File: src/rtl/manual_reset_qualifier.sv
module manual_reset_qualifier #(
  parameter int QUAL_TICKS = 2,
  parameter int REL_TICKS  = 2,
  parameter int TAIL_TICKS = 10
) (
  input  logic clk,
  input  logic rst_n,
  input  logic tick,
  input  logic mr_in,
  output logic mrst_active,
  output logic restart_cfg
);

  localparam int MAXC = (TAIL_TICKS > QUAL_TICKS) ?
                        ((TAIL_TICKS > REL_TICKS) ? TAIL_TICKS : REL_TICKS) :
                        ((QUAL_TICKS > REL_TICKS) ? QUAL_TICKS : REL_TICKS);
  localparam int CW = $clog2(MAXC + 1);

  typedef enum logic [2:0] {ST_IDLE, ST_QUAL, ST_HELD, ST_DEB, ST_TAIL} st_t;

  logic [1:0]    sync_q;
  logic          smp;
  st_t           st;
  logic [CW-1:0] cnt;
  logic          restart_q;

  assign smp = sync_q[1];

  always_ff @(posedge clk or negedge rst_n) begin
    if (!rst_n) sync_q <= '0;
    else        sync_q <= {sync_q[0], mr_in};
  end

  always_ff @(posedge clk or negedge rst_n) begin
    if (!rst_n) begin
      st        <= ST_IDLE;
      cnt       <= '0;
      restart_q <= 1'b0;
    end else begin
      restart_q <= 1'b0;
      if (tick) begin
        case (st)
          ST_IDLE: if (smp) begin
            st  <= ST_QUAL;
            cnt <= CW'(1);
          end
          ST_QUAL: begin
            if (!smp) begin
              st  <= ST_IDLE;
              cnt <= '0;
            end else if (cnt == CW'(QUAL_TICKS - 1)) begin
              st  <= ST_HELD;
              cnt <= '0;
            end else begin
              cnt <= cnt + 1'b1;
            end
          end
          ST_HELD: if (!smp) begin
            st  <= ST_DEB;
            cnt <= CW'(1);
          end
          ST_DEB: begin
            if (smp) begin
              st  <= ST_HELD;
              cnt <= '0;
            end else if (cnt == CW'(REL_TICKS - 1)) begin
              st        <= ST_TAIL;
              cnt       <= '0;
              restart_q <= 1'b1;
            end else begin
              cnt <= cnt + 1'b1;
            end
          end
          ST_TAIL: begin
            if (smp) begin
              st  <= ST_HELD;
              cnt <= '0;
            end else if (cnt == CW'(TAIL_TICKS - 1)) begin
              st  <= ST_IDLE;
              cnt <= '0;
            end else begin
              cnt <= cnt + 1'b1;
            end
          end
          default: begin
            st  <= ST_IDLE;
            cnt <= '0;
          end
        endcase
      end
    end
  end

  assign mrst_active = (st == ST_HELD) || (st == ST_DEB) || (st == ST_TAIL);
  assign restart_cfg = restart_q;

endmodule

File: config.mk
export PLATFORM = sky130hd
export DESIGN_NAME = manual_reset_qualifier
export DESIGN_NICKNAME = d
export VERILOG_FILES = /design/src/rtl/manual_reset_qualifier.sv
export SDC_FILE = /design/constraint.sdc
export NUM_CORES = 1
export LEC_CHECK = 0
export BUFFER_PORTS_ARGS = -buffer_cell sky130_fd_sc_hd__buf_2
export CORE_UTILIZATION = 35
export DETAILED_ROUTE_END_ITERATION = 8
export PLACE_DENSITY = 0.49
export SETUP_SLACK_MARGIN = 0.5
export SLEW_MARGIN = 20
export SYNTH_ARGS = -nofsm -noshare
export SYNTH_HDL_FRONTEND = slang
export SYNTH_SLANG_ARGS = --single-unit
export TNS_END_PERCENT = 10
File: constraint.sdc
create_clock -name clk -period 4.9 [get_ports clk]
set_clock_uncertainty 0.05 [all_clocks]
set_input_delay 0.245 -clock clk [delete_from_list [all_inputs] [get_ports clk]]
set_output_delay 0.245 -clock clk [all_outputs]
set_load 0.1 [all_outputs]
Yosys cells after proc, flatten, opt, wreduce, memory -nomap -nowiden
Index checks and enable logic that the tools add are counted.
{ "classes": {"n_reduce_logical": 5, "mux": 21, "addsub": 1, "n_eq_ne": 11} }
{ "ops": {"columns": ["operator", "n"], "rows": [
  ["two-way mux 4 bit", 7],
  ["two-way mux 3 bit", 8],
  ["one-hot mux 4 bit (5 select lines)", 1],
  ["one-hot mux 3 bit (5 select lines)", 1],
  ["inequality test 3 bit, second input constant", 3],
  ["equality test 3 x 2 -> 1 bit, second input constant", 2],
  ["AND reduction 6 bit", 1],
  ["adder 4 x 1 -> 4 bit, second input constant", 1],
  ["equality test 4 x 1 -> 1 bit, second input constant", 1],
  ["equality test 4 bit, second input constant", 1],
  ["two-way mux 1 bit", 4],
  ["inequality test 2 bit, second input constant", 2],
  ["equality test 3 x 1 -> 1 bit, second input constant", 1],
  ["equality test 3 bit, second input constant", 1],
  ["zero test 3 bit", 1],
  ["AND reduction 3 bit", 1],
  ["logical OR 1 bit", 2]
]} }
{ "word_totals": {"input_bits": 4, "reg_bits": 10, "word_cells": 42} }

Depth between registers and ports, before layout
Gate-level depths: netlist (run 1).
{ "logic_depth": {"ltp_word": 5, "mapped_depth": 6, "mapped_depth_nobuf": 6} }

Least setup slack after synthesis (run 1)
OpenSTA, ideal clock, no wires.
{ "synth_path": {"path_kind": "flip-flop to output port", "from": "register st[1]", "to": "output port mrst_active", "arrival_time_ps": 2728, "slack_ps": 1877, "stages_incl_launch_ff": 4, "required_time_ps": 4605, "cell_sequence": "dfrtp_1 > buf_4 > nand2b_4 > o21ai_0"} }
{ "synth_between": {"elab_chain_len": 3} }
{ "synth_lines": {"columns": ["item", "line", "rtl"], "rows": [
  ["start, declared", "23", "st_t st;"],
  ["start signal, assigned", "36", "st <= ST_IDLE;"],
  ["start signal, assigned", "44", "st <= ST_QUAL;"],
  ["start signal, assigned", "49", "st <= ST_IDLE;"],
  ["equality test 3 x 2 -> 1 bit", "94", "assign mrst_active = (st == ST_HELD) || (st == ST_DEB) || (st == ST_TAIL);"],
  ["logical OR 1 bit", "94", null],
  ["logical OR 1 bit *", "94", null],
  ["end, declared", "10", "output logic mrst_active,"]
]} }
Mark *: on every way between the ends. The rest lies on a longest branch, timed or not.

Worst setup path after layout (run 1)
{ "layout_path": {"from": "register cnt[0]", "to": "register cnt[2]"} }
{ "layout_between": {"elab_chain_len": 4} }
{ "layout_lines": {"columns": ["item", "line", "rtl"], "rows": [
  ["start, declared", "24", "logic [CW-1:0] cnt;"],
  ["start signal, assigned", "55", "cnt <= cnt + 1'b1;"],
  ["start signal, assigned", "71", "cnt <= cnt + 1'b1;"],
  ["start signal, assigned", "82", "cnt <= cnt + 1'b1;"],
  ["adder 4 x 1 -> 4 bit, or another cell as far along", "55, 71, 82", null],
  ["two-way mux 4 bit, on equally long branches", "78, 51, 66", null],
  ["two-way mux 4 bit, on equally long branches", "75, 48, 63", null],
  ["one-hot mux 4 bit (5 select lines) *", "42", "case (st)"]
]} }
Marked as above.
A chain may end at the register's enable or synchronous reset.

==> results of run 1 <==
-- critical path: stages (launching register included) --
cell	delay, ps
dfrtp_1	460
ha_1	190
or3b_2	500
nand4b_1	240
nand2_1	140
a311o_1	360
-- metal layers --
layer / global-route usage [%] / vias to the layer above / wire length, um
met2: 17.9 / 16 / 520
met5: 0 / - / 0
met3: 1.63 / 2 / 52
met4: 9.09 / 0 / 14
li1: - / 236 / -
met1: 19.2 / 226 / 561
-- flip-flops by register name, indices dropped and copies added, names as in the netlist --
| register | flops |
|---|---|
| st | 3 |
| restart_cfg | 1 |
| sync_q | 2 |
| cnt | 4 |
-- cell usage in the layout, fill, tap and decap left out, types with 2 or more instances in the layout --
cell	Yosys	routed
nand4b_1	3	3
buf_2	0	5
o21ai_0	2	2
clkbuf_4	0	3
a32oi_1	2	2
a31oi_1	2	2
inv_1	6	6
ha_1	2	2
a21oi_1	2	2
nor2_1	3	3
dfrtp_1	10	10
-- cells by family (layout without fill, tap and decap cells) --
family                   after synthesis  count (layout)  synth area share (%)
AND/OR/NAND/NOR                       19              19                  22.3
AO/OA/AOI/OAI                         16              16                  20.7
XOR/XNOR                               1               1                  1.39
adder cells (fa/ha/maj)                2               2                  3.98
flip-flops                            10              10                  39.8
buffers and inverters                 10              16                  9.96
multiplexers                           1               1                  1.79
-- timing repair --
action                                 CTS  global route
endpoints found under the hold margin   10             0
setup endpoints to repair                0             0
hold buffers                             1             0
-- per-stage QoR --
stage          utilization (%)  std cells  setup slack (ps)  area (um^2)
6_report                  43.2         89              2830          689
5_1_grt                   43.2         89              2740          689
4_1_cts                   43.2         89              2820          689
3_5_place_dp              40.3         84              2860          643
3_3_place_gp              40.3         84              2870          643
2_1_floorplan                -         59              1880          628
-- path summary, 6_finish.rpt --
path	slack [ps]	cells after the start	end
hold / removal	40	1	sync_q[0]$_DFF_PN0_
setup reg to reg	2830	5	cnt[2]$_DFFE_PN0P_
max in group asynchronous	4270	2	cnt[3]$_DFFE_PN0P_
min in group asynchronous	330	2	st[1]$_DFFE_PN0P_
setup / recovery	2830	5	cnt[2]$_DFFE_PN0P_
hold reg to reg	300	0	sync_q[1]$_DFF_PN0_
-- power by group --
part           switching [W]  total (W)  internal (W)  leakage (nW)
logic               0.000112   0.000175     0.0000631         0.157
registers          0.0000426   0.000146      0.000103         0.126
clock network      0.0000279  0.0000729     0.0000451        0.0210
-- final cells by class --
cell class,count,area share (%)
inverters,6,3.27
well taps,24,4.36
repair buffers,6,5.08
flip-flops and latches,10,36.3
clock buffers,4,5.26
multi-input cells,39,45.7
==> reports/metrics.cfg, run 1 <==
[final_layout]
drive_above_1_share_pct = 24.6
area_growth_pct = 9.76
fill_cells = 150
nets = 72
antennaDiodeCount = 0
multiInputGateArea_um2 = 315
regArea_um2 = 250

[routing]
drt_iter0_drc = 17
post_drt_wl_per_cell_um = 12.9
via_per_inst = 5.39
firstDrtPassIters = 4
ant_nets = 0
routed_wirelength_um = 1150
vias = 480
drc = 0

[floorplanning]
fp.coreArea_um2 = 1590
ioPinCount = 6
die_x_um = 44.4
dieArea_um2 = 1970
fp-row-count = 14
start_util_pct = 39.4
die_y_um = 44.4

[power]
p_total_w = 0.000394
power_density_nw_per_um2 = 572
peakVddDrop_v = 0.000271
power.leakage_nw = 0.303

[worst_setup_path]
critPathMaxFanout = 7
worstPathArrival_ps = 2170
startpoint_type = flop
r2r_start = cnt[0]$_DFFE_PN0P_
worstSetupEndpointType = flop
cp_data_required_time_ps = 4990
worstSetupPathType = reg -> reg
critPathLaunch = cnt[0]$_DFFE_PN0P_

[timing]
fmax_mhz = 482
setup_viol = 0
fin_crit_ps = 2070
slew_violations = 0
rsz0062_at_grt = false
maxSlewHeadroom_pct = 62.8
finalCritPeriodShare_pct = 42.3
hold_violations = 0
fin_setup_tns_ps = 0
holdWs_ps = 36.2
worst_slew_pin_slew_ps = 555

[synthesis]
yosysTopAreaCell = dfrtp_1
yosysSeqAreaShare_pct = 39.8
synth_flop_cell = dfrtp_1
yosysMostFrequentCell = dfrtp_1
synth_edf_count = 0
syn_area_um2 = 628
synth_top_area_share_pct = 39.8
syn_area_per_cell_um2 = 10.6
synth_commonest_cells = 10 x dfrtp_1, 6 x inv_1, 3 x nand4b_1, 3 x nor2_1
ys_types = 35
async_reset_ff_share_pct = 100
yosys_warnings = 0
ys_top_cells_by_area = dfrtp_1 40%, nand4b_1 4.2%, ha_1 4.0%
syn_nets = 65
synth_seq_cells = 10
synthCells = 59

[placement]
post-dp-hpwl_um = 757
globalplace.congestion = 0.809
portBuffers = 5

[clock_tree]
clock_sinks = 10
cts.htree.levels = 1
numCtsBuffers = 3
cts_tree = yes
cts_resized = 0
cts.clk_slew.worst_paths_ps = 70
clock_latency_ps = 260
cts_max_path_buffers = 2
root_buffer = clkbuf_4
cts_setup_buffers = 0

[global_route]
grt_pass1_vias = 435
grt_max_degree = 12
overflow = 0
grt_pass1_wl_um = 1880
grtUsageTotal_pct = 13.2
antenna_found_initial = 0

[run_status]
status = completed

[job]
max_cap_viol_count = 0

[hold_path]
hold_path.class = in -> reg
hp-start = mr_in

Note: power is estimated with default switching activity, not from simulation.
==> run 2: changes to the inputs <==
- ABC_AREA: unset -> 1
- PLACE_DENSITY: 0.49 -> 0.51
- clock period: 4.9 -> 1.9 ns (I/O delays scaled with it)
==> reports/metrics.cfg, run 2 <==
[run_status]
status = completed

[routing]
vias = 585
drt_iter0_drc = 12
via_per_inst = 4.72
firstDrtPassIters = 4
routed_wirelength_um = 1330
drc = 0
post_drt_wl_per_cell_um = 10.7
ant_nets = 0

[job]
max_cap_viol_count = 0

[floorplanning]
ioPinCount = 6
dieArea_um2 = 2020
die_x_um = 45.0
start_util_pct = 37.5
die_y_um = 45.0
fp.coreArea_um2 = 1730
fp-row-count = 15

[worst_setup_path]
critPathMaxFanout = 3
reg2reg_slack_ps = 590
critPathMaxStageDelay_ps = 420
crit_cells = 4
worstPathCellList = nor2_2 -> nand2_2 -> o21ai_4 -> buf_12
worstSetupPathType = reg -> out
reg2regPathDepth = 9
worstPathArrival_ps = 1210
worstSetupEndpointType = output port
cpLargestDelayFamily = flip-flops
cp_data_required_time_ps = 1750
slowest_stage = dfrtp_2
startpoint_type = flop
cp_num_buf_inv = 1

[synthesis]
synth_top_family_by_area = simple AND/OR/NAND/NOR gates
yosysSeqAreaShare_pct = 38.7
ys_top_cells_by_area = dfrtp_1 39%, nand2_1 13%, nand3_1 7.0%
synth_seq_cells = 10
yosysMostFrequentCell = nand2_1
synth_adder_area_share_pct = 3.87
ys_types = 23
synth_edf_count = 0
synth_top_area_share_pct = 38.7
synth-simple-area-share_pct = 44.9
synthMuxAreaShare_pct = 0
synth_compound_area_share_pct = 2.51
syn_area_um2 = 647
syn_area_per_cell_um2 = 7.89
synth_flop_cell = dfrtp_1
async_reset_ff_share_pct = 100
synth_xor_area_share_pct = 2.71
yosys_warnings = 0
synth_commonest_cells = 22 x nand2_1, 10 x dfrtp_1, 9 x nand3_1
yosysTopAreaCell = dfrtp_1
synthCells = 82
syn_nets = 88

[final_layout]
final_cell_mix = 20 x nand2_1, 8 x nand3_1, 7 x nor2_1, 7 x buf_4
antennaDiodeCount = 0
drive_above_1_share_pct = 41.4
nets = 106
final_cell_count_no_fill = 124
top_register = cnt
largest_reg_flops = 4
layout_commonest_cell = nand2_1
area_growth_pct = 31.7
top_regs = cnt x4, st x3, sync_q x2

[clock_tree]
clock_sinks = 10
clock_latency_ps = 260
cts_max_path_buffers = 2
root_buffer = clkbuf_4
cts_tree = yes
numCtsBuffers = 3
cts.clk_slew.worst_paths_ps = 70
cts.htree.levels = 1

[timing]
maxSlewHeadroom_pct = 67.7
holdWs_ps = 62.1
finalCritPeriodShare_pct = 71.5
fin_setup_tns_ps = 0
fmax_mhz = 736
rsz0062_at_grt = true
setup_viol = 0
slew_violations = 0
worst_slew_pin_slew_ps = 488
fin_crit_ps = 1360
hold_violations = 0

[power]
power.leakage_nw = 0.408
p_total_w = 0.00124
peakVddDrop_v = 0.000647
power_density_nw_per_um2 = 1450

[placement]
post-dp-hpwl_um = 991
dp_cells = 111
globalplace.congestion = 0.752
portBuffers = 5

[global_route]
grt_pass1_vias = 508
grtUsageTotal_pct = 15.0
overflow = 0
grt_max_degree = 11
grt_pass1_wl_um = 2170
antenna_found_initial = 0

[hold_path]
hold-path-cell-count = 3
hold_path.class = in -> reg

==> run 2: cell types whose count changed in the layout (fill, tap and decap cells not counted), moves of 3 or more <==
cell,previous run,this run
dfrtp_1,10,6
nand2_1,1,20
nand4b_1,3,0
nor2_1,3,7
nor2_4,0,3
nand3_1,1,8
nand2_2,0,6
buf_4,0,7
dfrtp_2,0,4
inv_2,0,3
==> run 2: metal layers <==
metal | vias up | GRT usage (%) | share of wire (%)
met3 | 2 | 1.20 | 2.1
met1 | 275 | 22.5 | 53
met2 | 10 | 21.7 | 44
met4 | 0 | 7.27 | 0.75
met5 | - | 0 | 0
li1 | 298 | - | -
==> run 2: layout make-up <==
cell class | instances | area [um^2]
well taps | 25 | 31.3
inverters | 9 | 38.8
multi-input cells | 62 | 378
clock buffers | 4 | 36.3
flip-flops and latches | 10 | 255
repair buffers | 14 | 113
fillers | 180 | 875
==> run 2: per-stage QoR <==
step           cell area, um^2  util, %  worst slack [ps]
2_1_floorplan              658        -               643
3_3_place_gp               703     40.7               503
3_5_place_dp               703     40.7               500
4_1_cts                    801     46.4               506
5_1_grt                    852     49.3               473
6_report                   852     49.3               542
==> run 2: final timing paths <==
kind,startpoint,to
hold reg to reg,sync_q[0]$_DFF_PN0_,sync_q[1]$_DFF_PN0_
max in group asynchronous,rst_n,st[2]$_DFFE_PN0P_
setup / recovery,st[1]$_DFFE_PN0P_,mrst_active
setup reg to reg,st[1]$_DFFE_PN0P_,st[2]$_DFFE_PN0P_
min in group asynchronous,rst_n,cnt[3]$_DFFE_PN0P_
hold / removal,tick,restart_cfg$_DFF_PN0_
==> run 2: where the power goes <==
group	internal, W	leakage, nW	switching (W)	total (W)
Combinational	0.000293	0.263	0.000423	0.000716
Clock	0.000116	0.0210	0.0000723	0.000188
Sequential	0.000273	0.124	0.0000615	0.000334
Total	0.000682	0.408	0.000557	0.00124
==> run 2: worst register-to-register path, cell delays in order, from the launching register on <==
cell and delay (ps):
dfrtp_2 420, buf_4 160, inv_4 80, nand2_2 50, nand3_2 90, nand2_4 80
inv_4 70, nand3_4 80, nand2_1 70, nand2_1 50
==> run 2: cells by family (layout without fill, tap and decap cells) <==
| family | count (synthesis) | in the layout |
|---|---|---|
| AND/OR/NAND/NOR | 55 | 55 |
| XOR/XNOR | 2 | 2 |
| adder cells (fa/ha/maj) | 2 | 2 |
| buffers and inverters | 10 | 27 |
| flip-flops | 10 | 10 |
| AO/OA/AOI/OAI | 3 | 3 |
==> run 2: what timing repair did <==
item	in CTS	in global routing
hold buffers	2	0
pin swaps	0	2
endpoints found under the hold margin	11	0
buffers inserted	3	4
gates resized for setup	7	8
cloned	0	0
setup endpoints to repair	1	8
==> run 3: changes to the inputs <==
- clock period: 1.9 -> 1.2 ns (I/O delays scaled with it)
==> reports/metrics.cfg, run 3 (synthesis results as in run 2) <==
[run_status]
status = complete, but fails checks
violations = setup timing

[clock_tree]
cts_max_path_buffers = 2
numCtsBuffers = 3
clock_latency_ps = 260
clock_sinks = 10
cts_tree = yes
root_buffer = clkbuf_4
cts.clk_slew.worst_paths_ps = 70
cts.htree.levels = 1

[job]
max_cap_viol_count = 0

[final_layout]
top_regs = cnt x4, st x3, sync_q x2
final_cell_mix = 19 x nand2_1, 15 x buf_4, 8 x nand3_1
area_growth_pct = 50.3
post-route-util_pct = 56.3
largest_reg_flops = 4
layout_commonest_cell = nand2_1
final_cell_count_no_fill = 134
top_register = cnt
antennaDiodeCount = 0
drive_above_1_share_pct = 48.6
nets = 116

[worst_setup_path]
worstSetupEndpointType = output port
worstSetupPathType = reg -> out
worstPathArrival_ps = 1260
cp_data_required_time_ps = 1090
critPathMaxFanout = 4
startpoint_type = flop

[routing]
post_drt_wl_per_cell_um = 10.3
ant_nets = 0
firstDrtPassIters = 4
vias = 611
via_per_inst = 4.56
drt_iter0_drc = 5
routed_wirelength_um = 1380
drc = 0

[global_route]
grt_pass1_vias = 528
grt_max_degree = 11
grtUsageTotal_pct = 16.1
grt_pass1_wl_um = 2270
overflow = 0
antenna_found_initial = 0

[power]
pwr-share-seq_pct = 24.3
power_switching_share_pct = 43.7
power.internal_w = 0.00123
power_density_nw_per_um2 = 2240
p_switching_w = 0.000952
comb_power_share_pct = 61.8
peakVddDrop_v = 0.00143
power.leakage_nw = 0.471
p_clk_share_pct = 13.9

[placement]
post-dp-hpwl_um = 1010
post-place-ws_ps = -60.6
globalplace.congestion = 0.785
dp_cells = 121
portBuffers = 5

[timing]
rsz0062_at_grt = true
slew_violations = 0
setup_viol = 8
fmax_mhz = 731
holdWs_ps = 26.1
hold_violations = 0
fin_crit_ps = 1370
worst_slew_pin_slew_ps = 318
fin_setup_tns_ps = -900
fin_ws_ps = -167
finalCritPeriodShare_pct = 114
maxSlewHeadroom_pct = 78.7

[floorplanning]
fp.coreArea_um2 = 1730
die_x_um = 45.0
die_y_um = 45.0
ioPinCount = 6
dieArea_um2 = 2020
start_util_pct = 37.5
fp-row-count = 15

[hold_path]
hold_path.class = in -> reg

run 3: stage by stage:
step                total power [W]  area [um^2]
finish                      0.00218          972
global placement            0.00161          803
CTS                         0.00216          963
global route                0.00234          972
detailed placement          0.00161          803
floorplan                   0.00130          668
run 3: routing by layer:
layer / GRT usage (%) / routed length, um / vias to the layer above
met5: 0 / 0 / -
met1: 23.2 / 687 / 281
met3: 1.20 / 31 / 2
li1: - / - / 317
met2: 22.9 / 645 / 11
met4: 10.9 / 14 / 0
run 3: path summary, 6_finish.rpt:
check,start,endpoint,slack (ps),cells after the start
setup / recovery,st[1]$_DFFE_PN0P_,mrst_active,-170,5
hold / removal,tick,restart_cfg$_DFF_PN0_,30,3
setup reg to reg,st[1]$_DFFE_PN0P_,cnt[3]$_DFFE_PN0P_,-130,9
hold reg to reg,sync_q[0]$_DFF_PN0_,sync_q[1]$_DFF_PN0_,300,0
max in group asynchronous,rst_n,st[1]$_DFFE_PN0P_,760,2
min in group asynchronous,rst_n,cnt[2]$_DFFE_PN0P_,130,2
run 3: timing repair:
action | in CTS | in global routing
resized for setup | 16 | 2
hold endpoints to repair | 11 | 0
hold buffers | 2 | 0
pin swaps | 3 | 3
setup buffers | 7 | 0
endpoints found under the setup margin | 10 | 10
run 3: cell type report:
cell class,count,area (um^2)
Tap cell,25,31.3
Timing Repair Buffer,24,210
Multi-Input combinational cell,62,399
Fill cell,169,754
Sequential cell,10,254
Clock buffer,4,36.3
Inverter,9,41.3
run 3: worst max-delay path, stage by stage, from the launching register on:
cell and delay, ps:
dfrtp_2 420, buf_6 120, inv_6 30, buf_6 100
o21ai_4 130, buf_12 190
run 3: power by group through the flow:
stage | Clock (W) | Combinational [W] | Sequential [W]
final | 0.000303 | 0.00135 | 0.000529
after global routing | 0.000326 | 0.00147 | 0.000548
after CTS | 0.000314 | 0.00132 | 0.000529
after detailed placement | 0 | 0.00105 | 0.000557
after global placement | 0 | 0.00106 | 0.000553
after floorplan | 0 | 0.000772 | 0.000527
